**config.mk**
```make
export PLATFORM = sky130hd
export DESIGN_NAME = rstseq_top
export DESIGN_NICKNAME = d
export VERILOG_FILES = /design/src/rtl/rstseq_pkg.sv /design/src/rtl/rstseq_sync.sv /design/src/rtl/rstseq_counter.sv /design/src/rtl/rstseq_fsm.sv /design/src/rtl/rstseq_top.sv
export SDC_FILE = /design/constraint.sdc
export NUM_CORES = 1
export LEC_CHECK = 0
export BUFFER_PORTS_ARGS = -buffer_cell sky130_fd_sc_hd__buf_2
export CAP_MARGIN = 5
export CORE_MARGIN = 2
export CORE_UTILIZATION = 49
export DETAILED_ROUTE_END_ITERATION = 16
export PLACE_DENSITY = 0.7
export SLEW_MARGIN = 40
export SYNTH_ARGS = -nofsm -noshare
export SYNTH_HDL_FRONTEND = slang
export SYNTH_SLANG_ARGS = --single-unit
```
**constraint.sdc**
```tcl
create_clock -name clk -period 2.3 [get_ports clk]
set_input_delay 0 -clock clk [delete_from_list [all_inputs] [get_ports clk]]
set_output_delay 0 -clock clk [all_outputs]
set_load 0.1 [all_outputs]
```
**src/rtl/rstseq_pkg.sv**
```systemverilog
`timescale 1ns/1ps
package rstseq_pkg;
  typedef enum logic [2:0] {
    ST_IDLE, ST_DETECT, ST_SETTLE, ST_INTERNAL, ST_EXTEND, ST_RELEASE
  } rseq_state_e;
endpackage

```
**src/rtl/rstseq_sync.sv**
```systemverilog
`timescale 1ns/1ps
// Release synchroniser: output goes high STAGES clocks after arst_n rises.
module rstseq_sync #(
  parameter int STAGES = 2
) (
  input  logic clk,
  input  logic arst_n,
  output logic rel_ok
);
  logic [STAGES-1:0] chain_q;

  always_ff @(posedge clk or negedge arst_n) begin
    if (!arst_n) chain_q <= '0;
    else         chain_q <= {chain_q[STAGES-2:0], 1'b1};
  end

  assign rel_ok = chain_q[STAGES-1];
endmodule

```
**src/rtl/rstseq_counter.sv**
```systemverilog
`timescale 1ns/1ps
// Shared phase counter with explicit clear and enable.
module rstseq_counter #(
  parameter int W = 9
) (
  input  logic         clk,
  input  logic         arst_n,
  input  logic         clr,
  input  logic         en,
  output logic [W-1:0] cnt
);
  logic [W-1:0] cnt_q, cnt_d;

  always_comb begin
    cnt_d = cnt_q;
    if (clr)     cnt_d = '0;
    else if (en) cnt_d = cnt_q + 1'b1;
  end

  always_ff @(posedge clk or negedge arst_n) begin
    if (!arst_n) cnt_q <= '0;
    else         cnt_q <= cnt_d;
  end

  assign cnt = cnt_q;
endmodule

```
**src/rtl/rstseq_fsm.sv**
```systemverilog
`timescale 1ns/1ps
module rstseq_fsm
  import rstseq_pkg::*;
#(
  parameter int INTERNAL_CYCLES = 512,
  parameter int SETTLE_MAX      = 6,
  parameter int LATCH_FAST      = 3,
  parameter int LATCH_SLOW      = 4,
  parameter int CNT_W           = 9
) (
  input  logic             clk,
  input  logic             arst_n,
  input  logic             pin_n,
  input  logic             mode_hi,
  input  logic             prescale_bypass,
  input  logic             access_done,
  input  logic             bidir_arm_wr,
  input  logic             rel_ok,
  input  logic [CNT_W-1:0] cnt,
  output logic             cnt_clr,
  output logic             cnt_en,
  output logic             int_rst,
  output logic             rst_out_n,
  output logic             io_tristate,
  output logic             hold_cancel,
  output logic             bus_abort,
  output logic             pin_pull_low,
  output logic             cfg_latch,
  output logic             bidir_en
);
  localparam logic [CNT_W-1:0] SettleLast = CNT_W'(SETTLE_MAX - 1);
  localparam logic [CNT_W-1:0] IntLast    = CNT_W'(INTERNAL_CYCLES - 1);
  localparam logic [CNT_W-1:0] FastLast   = CNT_W'(LATCH_FAST - 1);
  localparam logic [CNT_W-1:0] SlowLast   = CNT_W'(LATCH_SLOW - 1);

  rseq_state_e state_q, state_d;
  logic        armed_q, armed_d;
  logic        bidir_q, bidir_d;
  logic        latch_d;
  logic        in_rst;
  logic [CNT_W-1:0] lat_last;

  assign lat_last = prescale_bypass ? FastLast : SlowLast;

  // Next-state process
  always_comb begin
    state_d = state_q;
    armed_d = armed_q;
    bidir_d = bidir_q;
    cnt_clr = 1'b0;
    cnt_en  = 1'b0;
    latch_d = 1'b0;
    unique case (state_q)
      ST_IDLE: begin
        cnt_clr = 1'b1;
        if (bidir_arm_wr) bidir_d = 1'b1;
        if (!pin_n) state_d = ST_DETECT;
      end
      ST_DETECT: begin
        cnt_clr = 1'b1;
        if (!pin_n) begin
          state_d = ST_SETTLE;
          armed_d = bidir_q;
          bidir_d = 1'b0;
        end else begin
          state_d = ST_IDLE;
        end
      end
      ST_SETTLE: begin
        if (access_done || cnt == SettleLast) begin
          state_d = ST_INTERNAL;
          cnt_clr = 1'b1;
        end else begin
          cnt_en = 1'b1;
        end
      end
      ST_INTERNAL: begin
        if (cnt == IntLast) begin
          state_d = ST_EXTEND;
          cnt_clr = 1'b1;
        end else begin
          cnt_en = 1'b1;
        end
      end
      ST_EXTEND: begin
        cnt_clr = 1'b1;
        if (pin_n) state_d = ST_RELEASE;
      end
      ST_RELEASE: begin
        if (rel_ok && pin_n) begin
          if (cnt == lat_last) begin
            latch_d = 1'b1;
            state_d = ST_IDLE;
            cnt_clr = 1'b1;
          end else begin
            cnt_en = 1'b1;
          end
        end else begin
          cnt_clr = 1'b1;
        end
      end
      default: state_d = ST_IDLE;
    endcase
  end

  // Register process
  always_ff @(posedge clk or negedge arst_n) begin
    if (!arst_n) begin
      state_q <= ST_RELEASE;
      armed_q <= 1'b0;
      bidir_q <= 1'b0;
    end else begin
      state_q <= state_d;
      armed_q <= armed_d;
      bidir_q <= bidir_d;
    end
  end

  assign in_rst       = (state_q == ST_SETTLE) || (state_q == ST_INTERNAL) ||
                        (state_q == ST_EXTEND) || (state_q == ST_RELEASE);
  assign int_rst      = in_rst;
  assign rst_out_n    = !in_rst;
  assign io_tristate  = in_rst;
  assign hold_cancel  = (state_q == ST_SETTLE);
  assign bus_abort    = (state_q == ST_SETTLE);
  assign pin_pull_low = (state_q == ST_INTERNAL) && armed_q && mode_hi;
  assign cfg_latch    = latch_d;
  assign bidir_en     = bidir_q;

  // settle is entered only from a second low sample
  a_r1_two_lows: assert property (@(posedge clk) disable iff (!arst_n)
    (state_q == ST_SETTLE && $past(state_q) != ST_SETTLE) |->
      ($past(state_q) == ST_DETECT && !$past(pin_n)));
  // settle requests come only with the pins already in reset
  a_r2_settle_in_reset: assert property (@(posedge clk) disable iff (!arst_n)
    hold_cancel |-> (io_tristate && !rst_out_n));
  // the settle counter never passes its bound
  a_r3_settle_bound: assert property (@(posedge clk) disable iff (!arst_n)
    (state_q == ST_SETTLE) |-> (cnt < CNT_W'(SETTLE_MAX)));
  // the pad is pulled only while reset is asserted
  a_r5_pull_in_reset: assert property (@(posedge clk) disable iff (!arst_n)
    pin_pull_low |-> (int_rst && !rst_out_n));
  // a low pad keeps the sequence held
  a_r6_hold_low: assert property (@(posedge clk) disable iff (!arst_n)
    (state_q == ST_EXTEND && !pin_n) |=> (state_q == ST_EXTEND));
  // the strobe is a single-clock pulse
  a_r8_latch_pulse: assert property (@(posedge clk) disable iff (!arst_n)
    cfg_latch |=> !cfg_latch);
endmodule

```
**src/rtl/rstseq_top.sv**
```systemverilog
`timescale 1ns/1ps
module rstseq_top #(
  parameter int INTERNAL_CYCLES = 512,
  parameter int SETTLE_MAX      = 6,
  parameter int LATCH_FAST      = 3,
  parameter int LATCH_SLOW      = 4,
  parameter int SYNC_STAGES     = 2
) (
  input  logic clk,
  input  logic por_n,
  input  logic ext_rst_n,
  input  logic mode_hi,
  input  logic prescale_bypass,
  input  logic access_done,
  input  logic bidir_arm_wr,
  output logic int_rst,
  output logic rst_out_n,
  output logic io_tristate,
  output logic hold_cancel,
  output logic bus_abort,
  output logic pin_pull_low,
  output logic cfg_latch,
  output logic bidir_en
);
  localparam int CNT_W = $clog2(INTERNAL_CYCLES);

  logic             arst_n;
  logic             rel_ok;
  logic             cnt_clr, cnt_en;
  logic [CNT_W-1:0] cnt;

  // Cold path: power-on, or a low pad while warm mode is not allowed
  assign arst_n = por_n && (ext_rst_n || mode_hi);

  rstseq_sync #(.STAGES(SYNC_STAGES)) sync_i (
    .clk(clk), .arst_n(arst_n), .rel_ok(rel_ok)
  );

  rstseq_counter #(.W(CNT_W)) cnt_i (
    .clk(clk), .arst_n(arst_n), .clr(cnt_clr), .en(cnt_en), .cnt(cnt)
  );

  rstseq_fsm #(
    .INTERNAL_CYCLES(INTERNAL_CYCLES), .SETTLE_MAX(SETTLE_MAX),
    .LATCH_FAST(LATCH_FAST), .LATCH_SLOW(LATCH_SLOW), .CNT_W(CNT_W)
  ) fsm_i (
    .clk(clk), .arst_n(arst_n), .pin_n(ext_rst_n), .mode_hi(mode_hi),
    .prescale_bypass(prescale_bypass), .access_done(access_done),
    .bidir_arm_wr(bidir_arm_wr), .rel_ok(rel_ok), .cnt(cnt),
    .cnt_clr(cnt_clr), .cnt_en(cnt_en), .int_rst(int_rst),
    .rst_out_n(rst_out_n), .io_tristate(io_tristate),
    .hold_cancel(hold_cancel), .bus_abort(bus_abort),
    .pin_pull_low(pin_pull_low), .cfg_latch(cfg_latch), .bidir_en(bidir_en)
  );
endmodule

```
==> Word level (Yosys, flattened, before mapping) <==
Cells that the tools add are included.
{ "classes": {"bitwise_logic": 1, "n_eq_ne": 16, "add_sub_neg": 1, "n_mux": 26, "n_reduce_logical": 17} }
{ "ops": {"columns": ["cell", "count"], "rows": [
  ["$mux 3", 6],
  ["$mux 9", 2],
  ["$pmux 3 s6", 1],
  ["$mux 1", 13],
  ["$add 9x1->9 const B", 1],
  ["$eq 9x3->1 const B", 1],
  ["$eq 9x9->1", 1],
  ["$eq 9x9->1 const B", 1],
  ["$ne 2x1->1 const B", 4],
  ["$ne 2x2->1 const B", 4],
  ["$eq 3x2->1 const B", 2],
  ["$eq 3x3->1 const B", 2],
  ["$reduce_and 6->1", 1],
  ["$logic_or 1x1->1", 5],
  ["$logic_and 1x1->1", 4],
  ["$pmux 1 s4", 1],
  ["$reduce_bool 2->1", 2],
  ["$eq 3x1->1 const B", 1],
  ["$logic_not 3->1", 1],
  ["$pmux 1 s3", 1],
  ["$reduce_and 3->1", 1],
  ["$reduce_or 3->1", 1],
  ["$mux 2", 1],
  ["$pmux 1 s2", 1],
  ["3 further kinds", 3]
]} }
{ "totals": {"out_inout_bits": 8, "word_cells": 66, "ff_bits": 16} }

==> Logic depth before layout (Yosys ltp) <==
{ "depth": {"depth_word": 7, "mapped_depth": 10, "mapped_depth_nobuf": 10} }

==> Modules after synthesis <==
A second synthesis with hierarchy kept.
{ "hier_totals": {"hier_cells": 113, "hier_area_um2": 1023.5} }
{ "modules_own_cells": {"columns": ["module", "instances", "cells_each", "area_per_inst_um2", "seq_area_each_um2"], "rows": [
  ["rstseq_fsm", 1, 66, 503.0, 127.6],
  ["rstseq_counter", 1, 43, 459.2, 225.2],
  ["rstseq_sync", 1, 3, 53.8, 50.0],
  ["rstseq_top", 1, 1, 7.5, 0.0]
]} }

==> Worst setup path before layout <==
OpenSTA, ideal clock, no wires.
{ "synth_timing": {"kind": "register to output", "startpoint": "register fsm_i.state_q[1]", "endpoint": "output hold_cancel", "required_time_ps": 2300, "path_stages_with_launch": 4, "t_arrival_ps": 3544, "setup_slack_ps": -1244, "cell_sequence": "dfrtp_1 > clkbuf_1 > nor3b_1 > buf_4"} }
{ "synth_via": {"elab_chain_cells": 1} }
{ "synth_rtl": {"columns": ["item", "line", "text"], "rows": [
  ["from (decl)", "rstseq_fsm.sv:36", "rseq_state_e state_q, state_d;"],
  ["from (signal assigned)", "rstseq_fsm.sv:113", "state_q <= state_d;"],
  ["$eq 3x2->1", null, null],
  ["to (decl)", "rstseq_top.sv:19", "output logic hold_cancel,"]
]} }
No other way between the ends.

==> Final worst setup path <==
{ "layout_timing": {"startpoint": "register cnt_i.cnt_q[0] (netlist: cnt_i.cnt[0])", "endpoint": "register cnt_i.cnt_q[2] (netlist: cnt_i.cnt[2])"} }
{ "layout_via": {"elab_chain_cells": 5, "word_cells_on_any_way": 18} }
{ "layout_rtl": {"columns": ["item", "line", "text"], "rows": [
  ["from (decl)", "rstseq_counter.sv:12", "logic [W-1:0] cnt_q, cnt_d;"],
  ["from (signal assigned)", "rstseq_counter.sv:22", "else cnt_q <= cnt_d;"],
  ["branches (longest 5 deep; another with $add 9x1->9)", null, null]
]} }
Several ways; the timed one is not identified. The select of a mux whose other input is x is not followed.
A chain may end at the register's enable or synchronous reset.

==> reports/metrics.csv <==
metric;value;unit
status;complete, no violations;
period_needed;2.18;ns
final.period_utilization;94.8;%
path_clk_slew;0.09;ns
synthXorXnorAreaFrac;2.61;%
num_vias;908;
yosysTopAreaCell;dfrtp_1;
synth_top_area_share;34.8;%
r2r-end;cnt_i.cnt[2];
post-place-ws;0.0363;ns
seq_area_frac_synth;40.0;%
min_path_cells;3;
synthFlopType;dfrtp_1;
cts_made_buffers;3;
core_area;1940;µm²
crit_required;2.52;ns
criticalPathCategory;reg -> reg;
wl_per_cell;14.6;µm
htree_levels;1;
area_delta_synth_final;22.5;%
die_w;49.3;µm
grt.total_usage;20.6;%
finalSetupViolCount;0;
cts-root-buf;clkbuf_4;
fillers;164;
nNetsFinal;139;
rr_startpoint;cnt_i.cnt[0];
grt_pass1_vias;858;
syn_nets;117;
p_per_area;1010;nW/µm²
layout_common_cells;14 x dfrtp_1, 13 x nand2_1, 13 x buf_2;
tightest_slew;0.619;ns
synth_edf_count;0;
cts_tree;built;
hpwlAfterDp;1530;µm
regArea;403;µm²
hold_viol;0;
grt_pass1_wl;3810;µm
synth_cell_types;43;
grt_max_degree;17;
vdd_ir_drop_max;917;µV
drt_iter0_drc;27;
fin_area;1230;µm²
multi_input_area;594;µm²
vias_per_cell;5.86;
cap_violations;0;
hold_end;fsm_i.bidir_en;
arrival;2.40;ns
overflow;0;
clk_latency;0.29;ns
drtPass1Iterations;4;
r2r_setup_slack;0.12;ns
synth-simple-area-share;25.1;%
fin_total_pwr;0.00125;W
fin_skew;0.00461;ns
synth_area;1010;µm²
synth_compound_area_share;18.8;%
wl;2260;µm
ios;15;
start_util;51.9;%
synthAdderAreaFrac;3.73;%
postLayoutCoreUtil;63.5;%
die_height;49.3;µm
ys_warn_count;0;
max_freq;459;MHz
cp-end-kind;register;
drive_gt1_share;29.7;%
postRouteAntennaNets;0;
diodes;0;
syn_avg_cell_area;9.41;µm²
max_slew_margin;58.6;%
antenna_found_initial;0;
place_area;1120;µm²
r2r_cells;9;
cp_max_fo;7;
cts_buffer_depth;2;
power.leakage;0.564;nW
min_from;bidir_arm_wr;
port_buffers;14;
route.detailed.drc;0;
final_common_cell;dfrtp_1;
ys_seq_elements;16;
synthMuxAreaShare;3.11;%
cts.sinks;16;
async_reset_ff_share;100;%
startpoint_type;register;
synthTopCellsByArea;dfrtp_1 35%, dfstp_2 5.2%, nand2_1 4.8%, ha_1 3.7%, a21oi_1 3.0%;
hp-class;in -> reg;
die-area;2430;µm²
std_cell_rows;16;
globalplace.congestion;0.843;
synth_top_family_by_area;simple AND/OR/NAND/NOR gates;
slew_viol_final;0;
netlist_instances;107;
worst_slack;0.119;ns
-- sequential cells by signal (all words and copies together) (netlist names) --
name,flops
cnt_i.cnt,9
fsm_i.state_q,3
sync_i.chain_q,2
fsm_i.armed_q,1
fsm_i.bidir_en,1
-- worst max-delay path, stage by stage, from the launching register on --
cell and delay [ns]:
dfrtp_1 0.40, ha_2 0.21, nand3_1 0.10, nor2_1 0.07
and3_1 0.18, ha_2 0.19, or3_4 0.39, o211ai_4 0.14
or2b_1 0.25, a31oi_1 0.17
-- per-stage QoR --
step	cells	hold slack, ns	setup TNS, ns
after floorplan	107	-0.00219	-0.268
after global placement	145	0.169	0
after detailed placement	145	0.171	0
after CTS	153	0.0298	0
after global routing	155	0.0670	-0.00311
final	155	0.0273	0
-- cell type report --
class | count | share of cell area, %
Multi-Input combinational cell | 80 | 48.2
Sequential cell | 16 | 32.7
Timing Repair Buffer | 24 | 13.1
Tap cell | 27 | 2.74
Clock buffer | 4 | 2.13
Inverter | 4 | 1.22
-- cells by family after synthesis --
logic type	Yosys count
and+or+nand+nor	44
AOI/OAI and AO/OA	26
DFF	16
buffers and inverters	11
adders and majority gates	3
xor gates and xnor gates	3
muxes	3
other	1
-- worst max-delay path by stage --
stage | start | end | slack, ns | depth (start not counted)
3_5_place_dp | cnt_i.cnt[1] | cnt_i.cnt[7] | 0.04 | 10
2_1_floorplan | fsm_i.state_q[1] | hold_cancel | -0.27 | 3
4_1_cts | cnt_i.cnt[1] | cnt_i.cnt[7] | 0.006 | 10
5_1_grt | cnt_i.cnt[0] | cnt_i.cnt[2] | -0.003 | 9
3_3_place_gp | cnt_i.cnt[1] | cnt_i.cnt[7] | 0.12 | 10
6_report | cnt_i.cnt[0] | cnt_i.cnt[2] | 0.12 | 9
-- per-layer routing --
layer  wire (µm)  track usage (%)  vias to the layer above  share of wire [%]
met4          59             12.9                        0                2.6
met3         137             3.37                        7                6.1
met2         998             29.1                       31                 44
met1        1060             29.0                      439                 47
met5           0                0                        -                  0
li1            -                -                      431                  -
-- where the power goes --
part           internal (W)  switching [W]
Combinational      0.000248       0.000424
Clock             0.0000676      0.0000906
Sequential         0.000343      0.0000741
Total              0.000658       0.000589
-- repair_timing --
action	in CTS	in global routing
gates resized for setup	1	6
setup buffers	0	2
hold buffers	4	0
endpoints found under the setup margin	1	8
endpoints found under the hold margin	14	0
-- cells in the mapped netlist (2+ instances only) --
cell	n
and3_1	4
ha_1	3
inv_1	4
buf_6	2
nand4_1	2
a21oi_1	6
dfstp_2	2
a31oi_1	3
o22ai_1	2
nand3_1	3
mux2i_1	2
buf_4	2
nor3b_1	3
nor2_1	5
dfrtp_1	14
nand2_1	13
clkbuf_1	3
o21ai_0	4
xnor2_1	2
o31ai_1	2
nor2b_1	2
nor4b_1	2
nand2b_1	2
Power figures use the tool's default switching activity.
